[src/rtl/fracn_pkg.sv]
package fracn_pkg;
   // Variant of the pseudorandom source built into the divider
   typedef enum logic {
      DITH_NONE = 1'b0,
      DITH_PRBS = 1'b1
   } dith_impl_e;
endpackage

[src/rtl/fracn_prbs.sv]
module fracn_prbs #(
   parameter int          W    = 23,
   parameter int          TAP  = 18,
   parameter logic [W-1:0] SEED = W'(1)
) (
   input  logic clk,
   input  logic rst,
   input  logic adv,
   output logic bit_o
);
   if (TAP < 1 || TAP >= W) begin : g_bad_tap
      $error("fracn_prbs: TAP must lie in 1..W-1");
   end
   if (SEED == '0) begin : g_bad_seed
      $error("fracn_prbs: SEED must be non-zero");
   end

   logic [W-1:0] st_q;
   logic         fb;

   assign fb    = st_q[W-1] ^ st_q[TAP-1];
   assign bit_o = st_q[W-1];

   always_ff @(posedge clk) begin
      if (rst)      st_q <= SEED;
      else if (adv) st_q <= {st_q[W-2:0], fb};
   end
endmodule

[src/rtl/fracn_sdacc.sv]
module fracn_sdacc #(
   parameter int FW = 20
) (
   input  logic          clk,
   input  logic          rst,
   input  logic          step,
   input  logic [FW-1:0] frac,
   input  logic [FW-1:0] modu,
   input  logic          dith_bit,
   output logic          carry_o
);
   localparam int AW = FW + 2;

   logic signed [AW-1:0] acc_q, sum_s, f_s, m_s, d_s;
   logic                 dprev_q, dnow, frac_ok;

   assign frac_ok = (frac != '0) && (frac < modu);
   assign dnow    = frac_ok & dith_bit;
   assign f_s     = $signed({2'b00, frac});
   assign m_s     = $signed({2'b00, modu});
   assign d_s     = $signed(AW'(dnow)) - $signed(AW'(dprev_q));
   assign sum_s   = acc_q + f_s + d_s;
   assign carry_o = frac_ok && (sum_s >= m_s);

   always_ff @(posedge clk) begin
      if (rst) begin
         acc_q   <= '0;
         dprev_q <= 1'b0;
      end else if (step) begin
         if (!frac_ok) begin
            acc_q   <= '0;
            dprev_q <= 1'b0;
         end else begin
            acc_q   <= carry_o ? (sum_s - m_s) : sum_s;
            dprev_q <= dnow;
         end
      end
   end
endmodule

[src/rtl/fracn_cnt.sv]
module fracn_cnt #(
   parameter int MW = 8
) (
   input  logic          clk,
   input  logic          rst,
   input  logic          ce,
   input  logic [MW-1:0] rst_mod,
   input  logic [MW-1:0] next_mod,
   input  logic          next_carry,
   output logic          wrap,
   output logic [MW-1:0] cnt_q,
   output logic [MW-1:0] mod_q,
   output logic          carry_q,
   output logic          pulse_q
);
   assign wrap = ce && (cnt_q == mod_q - MW'(1));

   always_ff @(posedge clk) begin
      if (rst) begin
         cnt_q   <= '0;
         mod_q   <= rst_mod;
         carry_q <= 1'b0;
         pulse_q <= 1'b0;
      end else begin
         pulse_q <= wrap;
         if (wrap) begin
            cnt_q   <= '0;
            mod_q   <= next_mod;
            carry_q <= next_carry;
         end else if (ce) begin
            cnt_q   <= cnt_q + MW'(1);
         end
      end
   end
endmodule

[src/rtl/fracn_fbdiv.sv]
module fracn_fbdiv
   import fracn_pkg::*;
#(
   parameter int              NW      = 7,
   parameter int              FW      = 20,
   parameter int              NMIN    = 4,
   parameter int              PRBS_W  = 23,
   parameter int              PRBS_T  = 18,
   parameter logic [PRBS_W-1:0] SEED  = PRBS_W'(23'h5A5A5),
   parameter dith_impl_e      DITH    = DITH_PRBS
) (
   input  logic          clk,
   input  logic          rst,
   input  logic          ce_in,
   input  logic [NW-1:0] int_n,
   input  logic [FW-1:0] frac_num,
   input  logic [FW-1:0] frac_mod,
   input  logic          dither_en,
   output logic          div_pulse,
   output logic [NW:0]   cur_mod,
   output logic          carry_out
);
   localparam int MW = NW + 1;

   if (NMIN < 2 || NMIN >= (1 << NW)) begin : g_bad_nmin
      $error("fracn_fbdiv: NMIN must lie in 2..2**NW-1");
   end
   if (FW < 2) begin : g_bad_fw
      $error("fracn_fbdiv: FW must be at least 2");
   end

   logic [MW-1:0] n_ext, n_eff, next_mod, cnt_q;
   logic          wrap, carry_nx, prbs_bit, dith_bit;

   assign n_ext    = {1'b0, int_n};
   assign n_eff    = (n_ext < MW'(NMIN)) ? MW'(NMIN) : n_ext;
   assign next_mod = n_eff + MW'(carry_nx);

   if (DITH == DITH_PRBS) begin : g_prbs
      fracn_prbs #(.W(PRBS_W), .TAP(PRBS_T), .SEED(SEED)) u_prbs (
         .clk   (clk),
         .rst   (rst),
         .adv   (wrap),
         .bit_o (prbs_bit)
      );
   end else begin : g_noprbs
      assign prbs_bit = 1'b0;
   end

   assign dith_bit = dither_en & prbs_bit;

   fracn_sdacc #(.FW(FW)) u_acc (
      .clk      (clk),
      .rst      (rst),
      .step     (wrap),
      .frac     (frac_num),
      .modu     (frac_mod),
      .dith_bit (dith_bit),
      .carry_o  (carry_nx)
   );

   fracn_cnt #(.MW(MW)) u_cnt (
      .clk        (clk),
      .rst        (rst),
      .ce         (ce_in),
      .rst_mod    (n_eff),
      .next_mod   (next_mod),
      .next_carry (carry_nx),
      .wrap       (wrap),
      .cnt_q      (cnt_q),
      .mod_q      (cur_mod),
      .carry_q    (carry_out),
      .pulse_q    (div_pulse)
   );
endmodule

[config.mk]
export PLATFORM = sky130hd
export DESIGN_NAME = fracn_fbdiv
export DESIGN_NICKNAME = d
export VERILOG_FILES = /design/src/rtl/fracn_pkg.sv /design/src/rtl/fracn_prbs.sv /design/src/rtl/fracn_sdacc.sv /design/src/rtl/fracn_cnt.sv /design/src/rtl/fracn_fbdiv.sv
export SDC_FILE = /design/constraint.sdc
export NUM_CORES = 1
export LEC_CHECK = 0
export ABC_AREA = 1
export BUFFER_PORTS_ARGS = -buffer_cell sky130_fd_sc_hd__buf_2
export CORE_ASPECT_RATIO = 1.25
export CORE_MARGIN = 3
export CORE_UTILIZATION = 50
export DETAILED_ROUTE_END_ITERATION = 8
export GPL_ROUTABILITY_DRIVEN = 0
export GPL_TIMING_DRIVEN = 0
export PLACE_DENSITY = 0.69
export SLEW_MARGIN = 20
export SYNTH_ARGS = -nofsm -noshare
export SYNTH_HDL_FRONTEND = slang
export SYNTH_SLANG_ARGS = --single-unit
export TNS_END_PERCENT = 30
[constraint.sdc]
create_clock -name clk -period 20.6 [get_ports clk]
set_input_delay 4.12 -clock clk [delete_from_list [all_inputs] [get_ports clk]]
set_output_delay 4.12 -clock clk [all_outputs]
set_load 0.01 [all_outputs]
# After elaboration in Yosys (flattened, before gate mapping)
# Cells that the tools add are included.
# op_classes
add_sub_neg	7
magnitude_cmp	3
eq_ne	1
mux	6
n_bitwise	3
n_reduce_logical	6
# ops
op	n
two-way mux 22 bit	2
adder 22 x 21 -> 22 bit	1
adder 22 bit	1
>= comparator 22 x 21 -> 1 bit	1
subtractor 22 x 21 -> 22 bit	1
< comparator 20 bit	1
nonzero test 20 bit	1
two-way mux 8 bit	2
adder 7 x 1 -> 8 bit	1
adder 8 x 1 -> 8 bit (second input constant)	1
== test 8 bit	1
subtractor 8 x 1 -> 8 bit (second input constant)	1
< comparator 7 x 3 -> 1 bit (second input constant)	1
two-way mux 7 bit	1
logical AND 1 bit	3
bitwise AND 1 bit	2
nonzero test 2 bit	1
OR reduction 2 bit	1
subtractor 1 x 1 -> 2 bit	1
two-way mux 1 bit	1
XOR 1 bit	1
# word_totals
register_bits	64

# Logic depth before layout (Yosys ltp)
# logic_depth
ltp_word	10
depth_mapped	44
ltp_nobuf	43

# By module
# Synthesis repeated with hierarchy kept, for this count alone.
# hier_totals
cells_unflattened	1064
area_unflattened_um2	6829.0
# modules_own_cells
module	instances	cells_per_inst	area_per_inst_um2	seq_area_each_um2
fracn_sdacc	1	741	4654.5	460.4
fracn_cnt	1	174	1163.6	440.4
fracn_prbs	1	105	809.5	460.4
fracn_fbdiv	1	44	201.4	0.0

# Worst setup path before layout
# OpenSTA, ideal clock, no wires.
# synth_timing
kind	input port to flip-flop
startpoint	input frac_mod[11]
endpoint	register u_cnt.mod_q[6], data pin
setup_time_ps	258
arrival_ps	10203
required_time_ps	20342
setup_slack_ps	10139
stages	39
n_path_buf	2
path_cell_list	inv_1 > ha_1 > nand2_1 > nor2_1 > nand4_1 > nor2_1 > nand2_1 > nand4_1 > nand3b_1 > ha_1 > clkbuf_1 > buf_1 > xor2_1 > ha_1 > ha_1 > nand2_1 > nand3_1 > a21oi_1 > (+3 left out) > inv_1 > ha_1 > nand2_1 > inv_1 > nand2_1 > nor2_1 > nand4_1 > nand3_1 > a21oi_1 > nand2_4 > nand2_4 > inv_2 > ha_1 > ha_1 > nand2_1 > nor3_1 > nand3_1 > xor2_1
# synth_via
elab_chain_len	10
# synth_rtl
element	line	source
start: declaration	fracn_fbdiv.sv:17	input logic [FW-1:0] frac_mod,
< comparator 20 bit	fracn_sdacc.sv:17	assign frac_ok = (frac != '0) && (frac < modu);
logical AND 1 bit	fracn_sdacc.sv:17	
bitwise AND 1 bit	fracn_sdacc.sv:18	assign dnow = frac_ok & dith_bit;
subtractor 1 x 1 -> 2 bit	fracn_sdacc.sv:21	assign d_s = $signed(AW'(dnow)) - $signed(AW'(dprev_q));
adder 22 bit	fracn_sdacc.sv:22	assign sum_s = acc_q + f_s + d_s;
>= comparator 22 x 21 -> 1 bit	fracn_sdacc.sv:23	assign carry_o = frac_ok && (sum_s >= m_s);
logical AND 1 bit *	fracn_sdacc.sv:23	
named net carry_nx	fracn_fbdiv.sv:33	logic wrap, carry_nx, prbs_bit, dith_bit;
adder 7 x 1 -> 8 bit *	fracn_fbdiv.sv:37	assign next_mod = n_eff + MW'(carry_nx);
two-way mux 8 bit *	fracn_cnt.sv:26	if (wrap) begin
two-way mux 8 bit *	fracn_cnt.sv:19	if (rst) begin
end signal: assignment	fracn_cnt.sv:21	mod_q <= rst_mod;
end signal: assignment	fracn_cnt.sv:28	mod_q <= next_mod;
end: declaration	fracn_cnt.sv:12	output logic [MW-1:0] mod_q,
# Mark *: on every way through the listed nets, which the timed path passes. The rest lies on a longest branch. The select of a mux whose other input is x is not followed.
# A chain may end at the register's enable or synchronous reset.

# Worst setup path after layout
# layout_timing
startpoint	input frac_num[18]
endpoint	register u_cnt.mod_q[6], data pin
# layout_via
elab_chain_len	10
# layout_rtl
element	line	source
start: declaration	fracn_fbdiv.sv:16	input logic [FW-1:0] frac_num,
< comparator 20 bit or nonzero test 20 bit (tied branches)	fracn_sdacc.sv:17	
logical AND 1 bit	fracn_sdacc.sv:17	
bitwise AND 1 bit	fracn_sdacc.sv:18	
subtractor 1 x 1 -> 2 bit	fracn_sdacc.sv:21	
adder 22 bit	fracn_sdacc.sv:22	
>= comparator 22 x 21 -> 1 bit	fracn_sdacc.sv:23	
logical AND 1 bit *	fracn_sdacc.sv:23	
named net carry_nx	fracn_fbdiv.sv:33	
adder 7 x 1 -> 8 bit *	fracn_fbdiv.sv:37	
two-way mux 8 bit *	fracn_cnt.sv:26	
two-way mux 8 bit *	fracn_cnt.sv:19	
# Marks and branches as above.

==> flow_summary.json <==
{
  "outcome": "completed",
  "htree_levels": 3,
  "grt_max_degree": 18,
  "ir_drop_v": 0.00004407,
  "fmax_ghz": 0.08222,
  "grt_usage": 0.2624,
  "yosys_register_bits": 64,
  "timing.rr.end": "u_cnt.mod_q[6]",
  "pwr-share-seq": 0.351,
  "place_area_sq_mm": 0.006962,
  "setup_viol": 0,
  "skew_ns": 0.005808,
  "syn_avg_cell_area_sq_um": 6.832,
  "cts_root_buf": "clkbuf_16",
  "grt_setup_unrepaired": "no",
  "final_area_sq_mm": 0.007244,
  "power_mw": 0.3714,
  "cpPeakStageDelay_ns": 0.68,
  "syn2layout_area_growth_pct": 12.21,
  "fin_tns_setup_ns": 0,
  "arrival_ns": 12.25,
  "drv_cap": 0,
  "synth_fp_nets": 1084,
  "cts-resized-gates": 0,
  "path_clk_slew_ns": 0.06,
  "slew_viol_final": 0,
  "yosysUniqueCellTypes": 46,
  "nets": 1155,
  "switchingPower_mw": 0.1220,
  "port_buffers": 60,
  "routed_wl_microns": 18070,
  "postRouteAntennaNets": 0,
  "vias_per_cell": 5.381,
  "synth-seq-area-share": 0.2109,
  "path_max_fanout": 10,
  "worstSetupPathType": "input port to register",
  "switching_share": 0.3286,
  "p_leak_nw": 3.962,
  "cts_buffer_depth": 2,
  "hold_viol_final": 0,
  "wl_per_cell_microns": 15.24,
  "async_flop_share": 0,
  "ctsHoldBuffers": 0,
  "layout-drive-gt1-share": 0.1058,
  "io_pins": 61,
  "cts.sinks": 64,
  "antenna_found_initial": 0,
  "hpwlAfterDp_microns": 15190,
  "cts_buffers": 9,
  "ff2ff_path_depth": 31,
  "synthFlopType": "dfxtp_1",
  "drc": 0,
  "r2r-start": "g_prbs.u_prbs.st_q[22]",
  "comb_power_share": 0.260,
  "hold_class": "register to register",
  "whs_ns": 0.4442,
  "synthCells": 945,
  "grt_pass1_wl_microns": 29530,
  "min_period_ns": 12.16,
  "syn_area_sq_mm": 0.006456,
  "fp.coreArea_sq_mm": 0.01239,
  "start_util": 0.5212,
  "pwr-share-clk": 0.389,
  "end_kind": "register",
  "hold_depth": 2,
  "slew_headroom": 0.4330,
  "clk_latency_ns": 0.33,
  "die_height_microns": 133.0,
  "yosysWarningCount": 0,
  "dieArea_sq_mm": 0.01432,
  "reg2reg_slack_ns": 13.28,
  "start_kind": "input port",
  "fill_cells": 1272,
  "grt_overflow": 0,
  "hp-start": "g_prbs.u_prbs.st_q[3]",
  "cts_tree": "built",
  "grt_pass1_vias": 6290,
  "antenna-diode-count": 0,
  "power.internal_mw": 0.2493,
  "fin_crit_sh": 0.5904,
  "min_to": "g_prbs.u_prbs.st_q[4]",
  "synth-edff-count": 8,
  "postCtsSetupBuffers": 0,
  "first_iter_violations": 362,
  "worst_slew_pin_slew_ns": 0.8505,
  "num_rows": 45,
  "crit_path_top_delay_cell": "buf_1",
  "drtPass1Iterations": 5,
  "die_x_microns": 107.6,
  "routed-via-count": 6376,
  "cp.required_ns": 20.68,
  "p_per_area_mw_per_mm2": 51.26
}
-- placed cells by master (no fill, tap or decap), drive strengths merged, types with 19 or more instances in the layout --
cell type and n:
a21oi 53, buf 70, clkbuf 20, dfxtp 56
ha 85, inv 115, nand2 242, nand3 99
nand4 19, nor2 79, o21ai 28, xnor2 30
xor2 43
-- worst max-delay path, delay by kind of cell --
kind,cells,cell delay [ns]
compound gates,4,1.05
fa+ha+maj,7,1.88
simple gates,19,2.72
buf+inv,6,1.86
xor+xnor,3,0.57
-- Yosys cell counts (2+ instances only) --
library cell,n,area (sq um)
nand3b_1,5,37.54
fa_1,3,60.06
a31oi_1,3,18.77
a21o_1,13,97.59
and2_1,2,12.51
buf_4,2,15.01
inv_2,2,7.510
nand2_1,237,889.6
nor3b_1,2,15.01
o21ai_0,25,125.1
nand3_2,4,40.04
ha_1,85,1064
nand3_1,95,475.5
o21ai_1,3,15.01
inv_1,112,420.4
nand2_4,2,22.52
o21bai_1,12,90.09
o22a_1,9,78.83
nor3_2,2,20.02
nor2_2,3,18.77
a21oi_1,51,255.2
nand2_2,3,18.77
buf_6,2,22.52
o21a_1,3,22.52
nand4_1,18,112.6
edfxtp_1,8,240.2
dfxtp_1,56,1121
xor2_1,43,376.6
xnor2_1,30,262.8
buf_2,5,25.02
nor3_1,6,30.03
nor2_1,76,285.3
clkbuf_1,10,37.54
-- area by class of cell --
class                      count  area (sq um)  area share
inverter                     115         431.7     0.05959
sequential                    64          1361      0.1879
buffer                        20         103.9     0.01434
clock buffer                  10         239.0     0.03299
tap                          164         205.2     0.02832
multi-input combinational    746          4559      0.6294
timing repair buffer          60         300.3     0.04145
clock inverter                 6         43.79    0.006045
-- flip-flops by register name, summed over array words and instances, names as in the netlist --
| name | count |
|---|---|
| g_prbs.u_prbs.st_q | 23 |
| u_acc.acc_q | 22 |
| u_acc.dprev_q | 1 |
| u_cnt.carry_q | 1 |
| u_cnt.cnt_q | 8 |
| u_cnt.mod_q | 8 |
| u_cnt.pulse_q | 1 |
-- routing by layer --
layer	vias up	wire length, microns	share of wire	global-route usage
li1	3257	-	-	-
met1	2879	7401	0.41	0.3042
met2	176	8988	0.50	0.4595
met3	64	646	0.036	0.03172
met4	0	1029	0.057	0.1481
met5	-	0	0	0
-- cells by family after synthesis --
logic type               share of synthesized area
buffers and inverters                      0.08294
AND/OR/NAND/NOR                             0.3163
adder cells (fa/ha/maj)                     0.1740
multiplexers                              0.001550
flip-flops                                  0.2109
AO/OA/AOI/OAI                               0.1153
XOR/XNOR                                   0.09903
-- stage by stage --
step	cells	utilization	setup slack, ns
5_1_grt	1185	0.5848	7.697
3_3_place_gp	1169	0.5620	8.135
3_5_place_dp	1169	0.5620	8.151
4_1_cts	1185	0.5848	8.487
2_1_floorplan	945	-	10.14
6_report	1185	0.5848	8.437
-- how the worst max path moves through the flow --
stage / start / endpoint / slack, ns / cells past startpoint
2_1_floorplan: frac_mod[11] / u_cnt.mod_q[6] / 10.14 / 39
3_3_place_gp: frac_num[15] / u_cnt.mod_q[6] / 8.14 / 39
3_5_place_dp: frac_num[18] / u_cnt.mod_q[6] / 8.15 / 39
4_1_cts: frac_num[18] / u_cnt.mod_q[6] / 8.49 / 39
5_1_grt: frac_num[18] / u_cnt.mod_q[6] / 7.70 / 39
6_report: frac_num[18] / u_cnt.mod_q[6] / 8.44 / 39
-- power by group through the flow --
stage / combinational (mW) / clock [mW] / sequential, mW
global route: 0.109 / 0.152 / 0.131
finish: 0.0966 / 0.145 / 0.130
global placement: 0.0950 / 0 / 0.133
floorplan: 0.0677 / 0 / 0.133
detailed placement: 0.0957 / 0 / 0.133
CTS: 0.0964 / 0.146 / 0.130
No activity file was read; power rests on OpenSTA's default activity.
